===== src/rtl/acq_seq_pkg.sv =====
package acq_seq_pkg;
    localparam int ADDR_W = 3;

    localparam logic [ADDR_W-1:0] A_CTRL   = 3'd0;
    localparam logic [ADDR_W-1:0] A_SCAN   = 3'd1;
    localparam logic [ADDR_W-1:0] A_DIV_LL = 3'd2;
    localparam logic [ADDR_W-1:0] A_DIV_LH = 3'd3;
    localparam logic [ADDR_W-1:0] A_DIV_HI = 3'd4;
    localparam logic [ADDR_W-1:0] A_RESULT = 3'd5;

    localparam logic [15:0] CMD_LOAD_ON  = 16'h0011;
    localparam logic [15:0] CMD_LOAD_OFF = 16'h0010;
    localparam logic [15:0] CMD_PACE_ON  = 16'h0031;
    localparam logic [15:0] CMD_PACE_OFF = 16'h0030;

    localparam int WORDS_PER_ENTRY = 4;

    typedef struct packed {
        logic [WORDS_PER_ENTRY-1:0][15:0] pipe;
        logic [2:0]  pipe_cnt;
        logic [31:0] div_lo;
        logic [15:0] div_hi;
        logic [7:0]  byte_lo;
        logic        byte_phase;
        logic        load_en;
        logic        pacer_en;
        logic        suspended;
        logic        scanning;
        logic        adc_req;
        logic        res_ovr;
        logic        pace_ovr;
    } seq_state_t;
endpackage


===== src/rtl/acq_fifo.sv =====
module acq_fifo #(
    parameter int W     = 16,
    parameter int DEPTH = 8,
    localparam int AW   = (DEPTH > 1) ? $clog2(DEPTH) : 1,
    localparam int CW   = $clog2(DEPTH + 1)
) (
    input  logic          clk,
    input  logic          rst_n,
    input  logic          clr,
    input  logic          push,
    input  logic          pop,
    input  logic [W-1:0]  din,
    output logic [W-1:0]  dout,
    output logic [CW-1:0] count
);
    typedef struct packed {
        logic [AW-1:0] wp;
        logic [AW-1:0] rp;
        logic [CW-1:0] cnt;
    } fifo_st_t;

    fifo_st_t st_d, st_q;
    logic [W-1:0] mem [DEPTH];
    logic do_push, do_pop;

    function automatic logic [AW-1:0] step(input logic [AW-1:0] p);
        return (p == AW'(DEPTH - 1)) ? '0 : p + 1'b1;
    endfunction

    always_comb begin
        st_d    = st_q;
        do_push = push && (st_q.cnt != CW'(DEPTH));
        do_pop  = pop && (st_q.cnt != '0);
        if (do_push) st_d.wp = step(st_q.wp);
        if (do_pop)  st_d.rp = step(st_q.rp);
        if (do_push && !do_pop)      st_d.cnt = st_q.cnt + 1'b1;
        else if (do_pop && !do_push) st_d.cnt = st_q.cnt - 1'b1;
        if (clr) st_d = '0;
    end

    always_ff @(posedge clk or negedge rst_n) begin
        if (!rst_n) st_q <= '0;
        else        st_q <= st_d;
    end

    always_ff @(posedge clk) begin
        if (do_push && !clr) mem[st_q.wp] <= din;
    end

    assign dout  = mem[st_q.rp];
    assign count = st_q.cnt;
endmodule


===== src/rtl/acq_pacer.sv =====
module acq_pacer #(
    parameter int DIV_W = 48
) (
    input  logic             clk,
    input  logic             rst_n,
    input  logic             en,
    input  logic [DIV_W-1:0] div,
    output logic             tick
);
    logic [DIV_W-1:0] cnt_d, cnt_q;

    always_comb begin
        tick  = en && ((div <= DIV_W'(1)) || (cnt_q == div - 1'b1));
        cnt_d = cnt_q + 1'b1;
        if (!en || tick) cnt_d = '0;
    end

    always_ff @(posedge clk or negedge rst_n) begin
        if (!rst_n) cnt_q <= '0;
        else        cnt_q <= cnt_d;
    end
endmodule


===== src/rtl/acq_seq.sv =====
module acq_seq
    import acq_seq_pkg::*;
#(
    parameter int SL_DEPTH  = 32,
    parameter int RES_DEPTH = 8,
    localparam int SL_CW    = $clog2(SL_DEPTH + 1),
    localparam int RES_CW   = $clog2(RES_DEPTH + 1),
    localparam int DIV_W    = 48
) (
    input  logic              clk,
    input  logic              rst_n,
    input  logic              wr_en,
    input  logic              rd_en,
    input  logic [ADDR_W-1:0] addr,
    input  logic [15:0]       wdata,
    output logic [15:0]       rdata,
    output logic              adc_req,
    input  logic              adc_ack,
    input  logic [15:0]       adc_data,
    output logic [63:0]       cfg_entry,
    output logic              cfg_last,
    output logic [1:0]        cfg_chan_lo,
    output logic [1:0]        cfg_bank_en,
    output logic              cfg_hilo,
    output logic [2:0]        cfg_gain,
    output logic [4:0]        cfg_corr_gain
);
    seq_state_t s_d, s_q;

    logic              sl_push, sl_pop, sl_clr;
    logic [15:0]       sl_dout;
    logic [SL_CW-1:0]  sl_count;
    logic              res_push, res_pop, res_clr;
    logic [15:0]       res_dout;
    logic [RES_CW-1:0] res_count;
    logic              tick;
    logic [2:0]        rst_bits;
    logic              pipe_full_q, sl_empty, res_full;
    logic [15:0]       status_w;

    assign pipe_full_q = (s_q.pipe_cnt == 3'(WORDS_PER_ENTRY));
    assign sl_empty    = (sl_count == '0);
    assign res_full    = (res_count == RES_CW'(RES_DEPTH));

    acq_fifo #(.W(16), .DEPTH(SL_DEPTH)) u_scan_fifo (
        .clk(clk), .rst_n(rst_n), .clr(sl_clr), .push(sl_push), .pop(sl_pop),
        .din({wdata[7:0], s_q.byte_lo}), .dout(sl_dout), .count(sl_count)
    );

    acq_fifo #(.W(16), .DEPTH(RES_DEPTH)) u_res_fifo (
        .clk(clk), .rst_n(rst_n), .clr(res_clr), .push(res_push), .pop(res_pop),
        .din(adc_data), .dout(res_dout), .count(res_count)
    );

    acq_pacer #(.DIV_W(DIV_W)) u_pacer (
        .clk(clk), .rst_n(rst_n), .en(s_q.pacer_en),
        .div({s_q.div_hi, s_q.div_lo}), .tick(tick)
    );

    always_comb begin
        s_d      = s_q;
        sl_push  = 1'b0;
        res_push = 1'b0;
        rst_bits = 3'b000;
        if (wr_en && addr == A_CTRL && wdata[15:3] == '0) rst_bits = wdata[2:0];

        // byte assembly of scan-list words
        if (wr_en && addr == A_SCAN) begin
            if (!s_q.byte_phase) begin
                s_d.byte_lo    = wdata[7:0];
                s_d.byte_phase = 1'b1;
            end else begin
                sl_push        = 1'b1;
                s_d.byte_phase = 1'b0;
            end
        end

        // divider registers
        if (wr_en && addr == A_DIV_LL) s_d.div_lo[15:0]  = wdata;
        if (wr_en && addr == A_DIV_LH) s_d.div_lo[31:16] = wdata;
        if (wr_en && addr == A_DIV_HI) s_d.div_hi        = wdata;

        // configuration pipe fill
        sl_pop = s_q.load_en && !pipe_full_q && !sl_empty && !s_q.suspended;
        if (sl_pop) begin
            s_d.pipe[s_q.pipe_cnt[1:0]] = sl_dout;
            s_d.pipe_cnt = s_q.pipe_cnt + 1'b1;
        end

        // conversion start on pacer tick
        if (tick) begin
            if (s_q.adc_req) begin
                s_d.pace_ovr = 1'b1;
            end else if (pipe_full_q && !s_q.suspended) begin
                s_d.adc_req  = 1'b1;
                s_d.scanning = 1'b1;
            end
        end

        // conversion done
        if (s_q.adc_req && adc_ack) begin
            s_d.adc_req = 1'b0;
            res_push    = 1'b1;
            if (res_full) s_d.res_ovr = 1'b1;
            if (s_q.pipe[1][2]) begin
                s_d.scanning  = 1'b0;
                s_d.suspended = 1'b1;
            end else begin
                s_d.pipe_cnt  = '0;
            end
        end

        // commands
        if (wr_en && addr == A_CTRL) begin
            unique case (wdata)
                CMD_LOAD_ON: begin
                    s_d.load_en = 1'b1;
                    if (s_q.suspended) begin
                        s_d.suspended = 1'b0;
                        s_d.pipe_cnt  = '0;
                    end
                end
                CMD_LOAD_OFF: s_d.load_en  = 1'b0;
                CMD_PACE_ON:  s_d.pacer_en = 1'b1;
                CMD_PACE_OFF: s_d.pacer_en = 1'b0;
                default: ;
            endcase
        end

        // one-hot resets
        if (rst_bits[0]) begin
            s_d.pipe_cnt  = '0;
            s_d.suspended = 1'b0;
        end
        if (rst_bits[1]) begin
            s_d.res_ovr  = 1'b0;
            s_d.pace_ovr = 1'b0;
        end
        if (rst_bits[2]) s_d.byte_phase = 1'b0;
        sl_clr  = rst_bits[2];
        res_clr = rst_bits[1];
        res_pop = rd_en && addr == A_RESULT;
    end

    always_ff @(posedge clk or negedge rst_n) begin
        if (!rst_n) s_q <= '0;
        else        s_q <= s_d;
    end

    always_comb begin
        status_w    = '0;
        status_w[0] = res_count > RES_CW'(1);
        status_w[1] = res_count != '0;
        status_w[2] = s_q.res_ovr;
        status_w[3] = s_q.scanning;
        status_w[4] = pipe_full_q;
        status_w[5] = sl_empty;
        status_w[8] = s_q.pace_ovr;
        case (addr)
            A_CTRL:   rdata = status_w;
            A_RESULT: rdata = res_dout;
            default:  rdata = '0;
        endcase
    end

    assign adc_req       = s_q.adc_req;
    assign cfg_entry     = s_q.pipe;
    assign cfg_last      = s_q.pipe[1][2];
    assign cfg_chan_lo   = s_q.pipe[2][7:6];
    assign cfg_bank_en   = s_q.pipe[3][1:0];
    assign cfg_hilo      = s_q.pipe[3][2];
    assign cfg_gain      = s_q.pipe[3][5:3];
    assign cfg_corr_gain = s_q.pipe[3][12:8];
endmodule


===== config.mk =====
export PLATFORM = sky130hd
export DESIGN_NAME = acq_seq
export DESIGN_NICKNAME = d
export VERILOG_FILES = /design/src/rtl/acq_seq_pkg.sv /design/src/rtl/acq_fifo.sv /design/src/rtl/acq_pacer.sv /design/src/rtl/acq_seq.sv
export SDC_FILE = /design/constraint.sdc
export NUM_CORES = 1
export LEC_CHECK = 0
export ABC_CLOCK_PERIOD_IN_PS = 7070
export BUFFER_PORTS_ARGS = -buffer_cell sky130_fd_sc_hd__buf_2
export CAP_MARGIN = 25
export CORE_MARGIN = 2
export CORE_UTILIZATION = 64
export CTS_CLUSTER_DIAMETER = 50
export DETAILED_ROUTE_END_ITERATION = 6
export PLACE_DENSITY_LB_ADDON = 0.08
export SLEW_MARGIN = 20
export SYNTH_ARGS = -nofsm -noshare
export SYNTH_HDL_FRONTEND = slang
export SYNTH_SLANG_ARGS = --single-unit

===== constraint.sdc =====
create_clock -name clk -period 7.07 [get_ports clk]
set_input_delay 0.707 -clock clk [delete_from_list [all_inputs] [get_ports clk]]
set_output_delay 0.707 -clock clk [all_outputs]
set_load 0.005 [all_outputs]

==> flow_metrics.env, run 1 <==
export IMPL_grt_pass1_wl_mm=123
export IMPL_vias=19200
export IMPL_final_common_cell="edfxtp_1"
export IMPL_drive_above_1_share_pct=31.0
export IMPL_min_period_ns=4.32
export IMPL_num_fill_cells=3402
export IMPL_first_iter_violations=1852
export IMPL_synth_area_mm2=0.0357
export IMPL_synth_compound_area_share_pct=1.97
export IMPL_regToRegEndpoint="u_pacer.cnt_q[16]"
export IMPL_yosysSeqAreaShare_pct=68.2
export IMPL_cts_made_buffers=89
export IMPL_worst_skew_pair_late_latency_ns=0.65
export IMPL_rr_startpoint="s_q[43]"
export IMPL_r2r_cells=10
export IMPL_via_per_inst=6.33
export IMPL_rows=86
export IMPL_ys_ff_latch=845
export IMPL_core_area_mm2=0.0551
export IMPL_synth_nets=2149
export IMPL_cp_arrival_ns=4.83
export IMPL_synthMuxAreaShare_pct=17.0
export IMPL_required_ns=7.58
export IMPL_grt_ovfl_total=0
export IMPL_outcome="finished, final reports clean"
export IMPL_vdd_drop_max_v=0.000242
export IMPL_startpoint_type="register"
export IMPL_dr_pass1_iters=5
export IMPL_regToRegSetupSlack_ns=2.75
export IMPL_ios=135
export IMPL_die_height_um=240
export IMPL_cp_end_kind="register"
export IMPL_cp_cell_sequence="or4_1, nor4_1, nand2_1, or3_1, a2111oi_0, nor4bb_1, nand4_1, nand3_2, buf_12, nor2_1"
export IMPL_synth_edf_count=640
export IMPL_initial_core_util_pct=64.8
export IMPL_max_slew_margin_pct=29.5
export IMPL_finalSetupViolCount=0
export IMPL_hp_class="input pin to async pin"
export IMPL_synthXorXnorAreaFrac_pct=2.92
export IMPL_syn_area_per_cell_um2=17.1
export IMPL_criticalPathCategory="register to register"
export IMPL_endpoint="u_pacer.cnt_q[16]"
export IMPL_crit_start="s_q[43]"
export IMPL_final_cells=3036
export IMPL_crit_path_max_incr_delay_ns=0.63
export IMPL_worstMarginPinSlew_ns=1.05
export IMPL_grt_start_max_net_pins=93
export IMPL_synth_ff_type="edfxtp_1"
export IMPL_async_reset_ff_share_pct=24.3
export IMPL_fin_ws_ns=2.75
export IMPL_setup_tns_final_ns=0
export IMPL_layout_common_cells="edfxtp_1, dfrtp_1, mux4_2"
export IMPL_wirelength_mm=82.8
export IMPL_die_x_um=240
export IMPL_synth_fa_ha_area_share_pct=0.932
export IMPL_finalNetCount=2281
export IMPL_place_congestion=0.917
export IMPL_synth_warnings=0
export IMPL_p_leak_nw=14.5
export IMPL_skew_ns=0.0197
export IMPL_routedWlPerCell_um=27.3
export IMPL_fmax_ghz=0.232
export IMPL_post_route_period_util_pct=61.1
export IMPL_first_global_vias=19800
export IMPL_hpwl_mm=49.4
export IMPL_yosys_area_share_simple_pct=6.24
export IMPL_antenna_found_initial=4
export IMPL_max_clock_path_buffers=3
export IMPL_cts_root_buf="clkbuf_16"
export IMPL_drv_slew=0
export IMPL_clk_pin_slew_worst_paths_ns=0.06
export IMPL_dp_slack_ns=2.51
export IMPL_cts_setup_buffers=0
export IMPL_hold_viol_final=0
export IMPL_syn_inst=2083
export IMPL_synth_cell_types=65
export IMPL_drtAntennaViolNets=0
export IMPL_tritoncts="done"
export IMPL_cts_resized_gates=0
export IMPL_synth_top_family_by_area="multiplexers"
export IMPL_cp_slowest_cell="or4_1"
export IMPL_syn_to_final_growth_pct=12.1
export IMPL_cts_sinks=845
export IMPL_cts_hold_buffers=0
export IMPL_dieArea_mm2=0.0577
export IMPL_portBuffers=134
export IMPL_stdcell_area_mm2=0.0400
export IMPL_rsz0062_at_grt="false"
export IMPL_power_density_mw_per_mm2=284
export IMPL_htreeDepth=3
export IMPL_cap_violations=0
export IMPL_critPathMaxFanout=38
export IMPL_grt_usage_pct=29.7
export IMPL_dpl_cell_area_mm2=0.0370
export IMPL_route_detailed_drc=0
export IMPL_dpl_cell_count=2865
state kept, by name, indices dropped and copies added (netlist names):
signal             flops
u_res_fifo.st_q        6
u_scan_fifo.mem      512
cfg_corr_gain          5
u_res_fifo.mem       128
u_res_fifo.count       4
u_scan_fifo.count      6
cfg_bank_en            2
cfg_chan_lo            2
u_pacer.cnt_q         48
cfg_entry             55
adc_req                1
s_q                   66
u_scan_fifo.st_q      10
Yosys cell counts, types with 24 or more instances:
| master | count | area, um2 |
|---|---|---|
| nand3_1 | 36 | 180 |
| ha_1 | 25 | 313 |
| edfxtp_1 | 640 | 19200 |
| nor3_1 | 24 | 120 |
| mux2_2 | 134 | 1510 |
| nor2_1 | 161 | 604 |
| o21ai_0 | 36 | 180 |
| clkbuf_1 | 57 | 214 |
| xnor2_1 | 57 | 499 |
| nand2_1 | 88 | 330 |
| xor2_1 | 62 | 543 |
| dfrtp_1 | 205 | 5130 |
| mux4_2 | 192 | 4320 |
| buf_4 | 76 | 571 |
stage by stage:
stage | hold WS [ns] | power [mW] | util [%]
after floorplan | 0.411 | 6.40 | -
after global placement | 0.479 | 6.71 | 67.1
after detailed placement | 0.489 | 6.76 | 67.1
after CTS | 0.0443 | 11.4 | 72.5
after global routing | 0.0661 | 11.7 | 72.7
final | 0.0324 | 11.4 | 72.7
area by class of cell:
type | instances | area [um2] | share of cell area (%)
flip-flops and latches | 845 | 24400 | 60.8
multi-input cells | 1055 | 10400 | 26.1
clock buffers | 108 | 2370 | 5.92
repair buffers | 201 | 1270 | 3.17
well taps | 748 | 936 | 2.34
clock inverters | 55 | 574 | 1.43
inverters | 23 | 86.3 | 0.216
diodes | 1 | 2.50 | 0.00625
critical path, delay by kind of cell (launching register included):
kind	cells	cell delay (ns)
AND/OR/NAND/NOR	8	3.16
flip-flops	1	0.43
AO/OA/AOI/OAI	1	0.35
buffers and inverters	1	0.23
kinds of logic (layout without fill, tap and decap cells):
logic type      count (synthesis)  count (layout)
flops                         845             845
simple gates                  452             452
mux                           348             348
buf+inv                       183             387
xor+xnor                      119             119
compound gates                110             110
fa+ha+maj                      26              26
other cells                     0               1
worst min path at each step:
stage	startpoint	to	slack (ns)
finish	rst_n	cfg_entry[25]	0.03
global route	rst_n	cfg_entry[25]	0.07
CTS	rst_n	cfg_entry[24]	0.04
detailed placement	cfg_entry[10]	cfg_entry[10]	0.49
global placement	s_q[1]	s_q[1]	0.48
floorplan	rst_n	adc_req	0.41
report_power, final:
group          switching [mW]  internal (mW)  total (mW)
registers               0.301           5.69        5.99
clock network            1.92           2.74        4.66
logic                   0.427          0.292       0.719
total                    2.65           8.72        11.4
per-layer routing:
metal,up-vias,global-route usage (%),routed length (um)
li1,8301,-,-
met1,10000,40.8,33200
met2,722,48.0,40900
met3,154,5.83,5800
met4,2,10.9,2930
met5,-,0,13
(Power assumes the default switching activity.)
==> inputs of run 2 (changes only) <==
ABC_CLOCK_PERIOD_IN_PS = 4480   (was 7070)
CORE_UTILIZATION = 62   (was 64)
clock period = 4.48 ns   (was 7.07 ns; I/O delays follow)
==> run 2 against run 1 <==
Final cell count grew 0.66%. Count of clock-buffer cells in the layout rose by 17. Combinational power increased by 52%. Routed wire length fell by 1.0%. Sequential share of layout area decreased by 0.25 points. Global-route usage down 1.4 points. First-iteration DRC count increased by 8.6%. Utilization fell by 1.8 points. Clock skew grew 0.0043 ns. Highest routed layer unchanged. Maximum frequency rose by 11%. Cell area increased by 0.39%.
==> flow_metrics.env, run 2 (synthesis gave the netlist of run 1 again) <==
export IMPL_place_congestion=0.919
export IMPL_route_detailed_drc=0
export IMPL_cp_cell_sequence="or4_1, or4_1, nor4b_2, xnor2_1, a2111oi_0, nor4bb_1, nand4_1, nand3_2, buf_12, nor2_1"
export IMPL_max_clock_path_buffers=3
export IMPL_finalSetupViolCount=0
export IMPL_die_x_um=244
export IMPL_hpwl_mm=51.0
export IMPL_via_per_inst=6.28
export IMPL_hold_worst_slack_ns=0.0837
export IMPL_worstMarginPinSlew_ns=1.06
export IMPL_cp_end_kind="register"
export IMPL_p_sw_share_pct=22.9
export IMPL_vdd_drop_max_v=0.000327
export IMPL_first_iter_violations=2012
export IMPL_criticalPathCategory="register to register"
export IMPL_cp_slowest_cell="or4_1"
export IMPL_rsz0062_at_grt="false"
export IMPL_max_slew_margin_pct=29.2
export IMPL_cts_made_buffers=88
export IMPL_ios=135
export IMPL_power_density_mw_per_mm2=444
export IMPL_hold_viol_final=0
export IMPL_vias=19200
export IMPL_htreeDepth=3
export IMPL_clockPowerShare_pct=40.8
export IMPL_crit_buf_inv=1
export IMPL_critPathMaxFanout=48
export IMPL_first_global_vias=19600
export IMPL_finalNetCount=2292
export IMPL_power_frac_seq_pct=53.1
export IMPL_tritoncts="done"
export IMPL_worst_skew_pair_late_latency_ns=0.62
export IMPL_startpoint_type="register"
export IMPL_p_int_mw=13.8
export IMPL_cts_hold_buffers=1
export IMPL_cap_violations=0
export IMPL_cts_resized_gates=0
export IMPL_netSwitchingPower_mw=4.09
export IMPL_drv_slew=0
export IMPL_hp_class="input pin to register"
export IMPL_drive_above_1_share_pct=31.6
export IMPL_dr_pass1_iters=5
export IMPL_largest_register_ffs=512
export IMPL_crit_path_max_incr_delay_ns=0.76
export IMPL_grt_ovfl_total=0
export IMPL_die_height_um=244
export IMPL_utilization_pct=70.9
export IMPL_routedWlPerCell_um=26.8
export IMPL_required_ns=4.97
export IMPL_dieArea_mm2=0.0595
export IMPL_critical_path_top_delay_family="simple AND/OR/NAND/NOR gates"
export IMPL_p_total_mw=17.8
export IMPL_cp_arrival_ns=4.37
export IMPL_initial_core_util_pct=63.0
export IMPL_core_area_mm2=0.0567
export IMPL_grt_pass1_wl_mm=124
export IMPL_portBuffers=134
export IMPL_top_regs="u_scan_fifo.mem (512), u_res_fifo.mem (128), s_q (66)"
export IMPL_antenna_found_initial=5
export IMPL_fmax_ghz=0.258
export IMPL_final_common_cell="edfxtp_1"
export IMPL_clk_pin_slew_worst_paths_ns=0.06
export IMPL_post_route_period_util_pct=86.5
export IMPL_rows=87
export IMPL_grt_start_max_net_pins=110
export IMPL_cts_sinks=845
export IMPL_outcome="finished, final reports clean"
export IMPL_cts_setup_buffers=0
export IMPL_cts_root_buf="clkbuf_16"
export IMPL_wirelength_mm=82.0
export IMPL_p_leak_nw=14.6
export IMPL_skew_ns=0.0240
export IMPL_syn_to_final_growth_pct=12.6
export IMPL_grt_usage_pct=28.2
export IMPL_min_period_ns=3.88
export IMPL_layout_common_cells="edfxtp_1, dfrtp_1, mux4_2"
export IMPL_dpl_cell_area_mm2=0.0372
export IMPL_setup_tns_final_ns=0
export IMPL_stdcell_area_mm2=0.0402
export IMPL_comb_power_share_pct=6.1
export IMPL_cpMostUsedCell="or4_1"
export IMPL_top_register="u_scan_fifo.mem"
export IMPL_drtAntennaViolNets=0
run 2: final timing paths:
| check | depth (start not counted) | to | start | slack, ns |
|---|---|---|---|---|
| max | 10 | u_pacer.cnt_q[2] | s_q[43] | 0.60 |
| min in group asynchronous | 2 | u_pacer.cnt_q[10] | rst_n | 0.44 |
| max reg2reg | 10 | u_pacer.cnt_q[2] | s_q[43] | 0.60 |
| min reg2reg | 1 | cfg_entry[20] | cfg_entry[20] | 0.50 |
| max in group asynchronous | 3 | u_scan_fifo.st_q[6] | rst_n | 2.96 |
| min | 1 | u_res_fifo.mem[4][3] | adc_data[3] | 0.08 |
run 2: power groups by stage:
stage	combinational [mW]	clock (mW)	sequential, mW
after detailed placement	0.962	0	9.70
final	1.09	7.28	9.48
after global placement	0.941	0	9.65
after floorplan	0.660	0	9.45
after global routing	1.20	7.70	9.53
after CTS	0.967	7.39	9.54
run 2: worst register-to-register path: stages, from the launching register on:
cell and delay (ns):
dfrtp_1 0.43, or4_1 0.64, or4_1 0.76, nor4b_2 0.36, xnor2_1 0.10, a2111oi_0 0.25, nor4bb_1 0.41, nand4_1 0.28
nand3_2 0.17, buf_12 0.21, nor2_1 0.13
run 2: final cells by class:
type	count	area, um2
Sequential cell	845	24400
Timing Repair Buffer	213	1410
Multi-Input combinational cell	1055	10500
Inverter	23	86.3
Antenna cell	2	5.00
Fill cell	3581	16500
Tap cell	756	946
Clock inverter	37	418
Clock buffer	125	2500
run 2: per-layer routing:
metal  share of wire (%)  track usage [%]  up-vias
met5               0.016                0        -
met4                 3.8             10.9        2
met3                 7.2             6.04      164
met2                  50             45.6      714
met1                  40             38.4     9972
li1                    -                -     8343
run 2: per-stage QoR:
step	setup slack [ns]	cells
2_1_floorplan	1.06	2083
3_3_place_gp	0.668	2886
3_5_place_dp	0.634	2888
4_1_cts	0.613	3051
5_1_grt	0.384	3054
6_report	0.603	3056
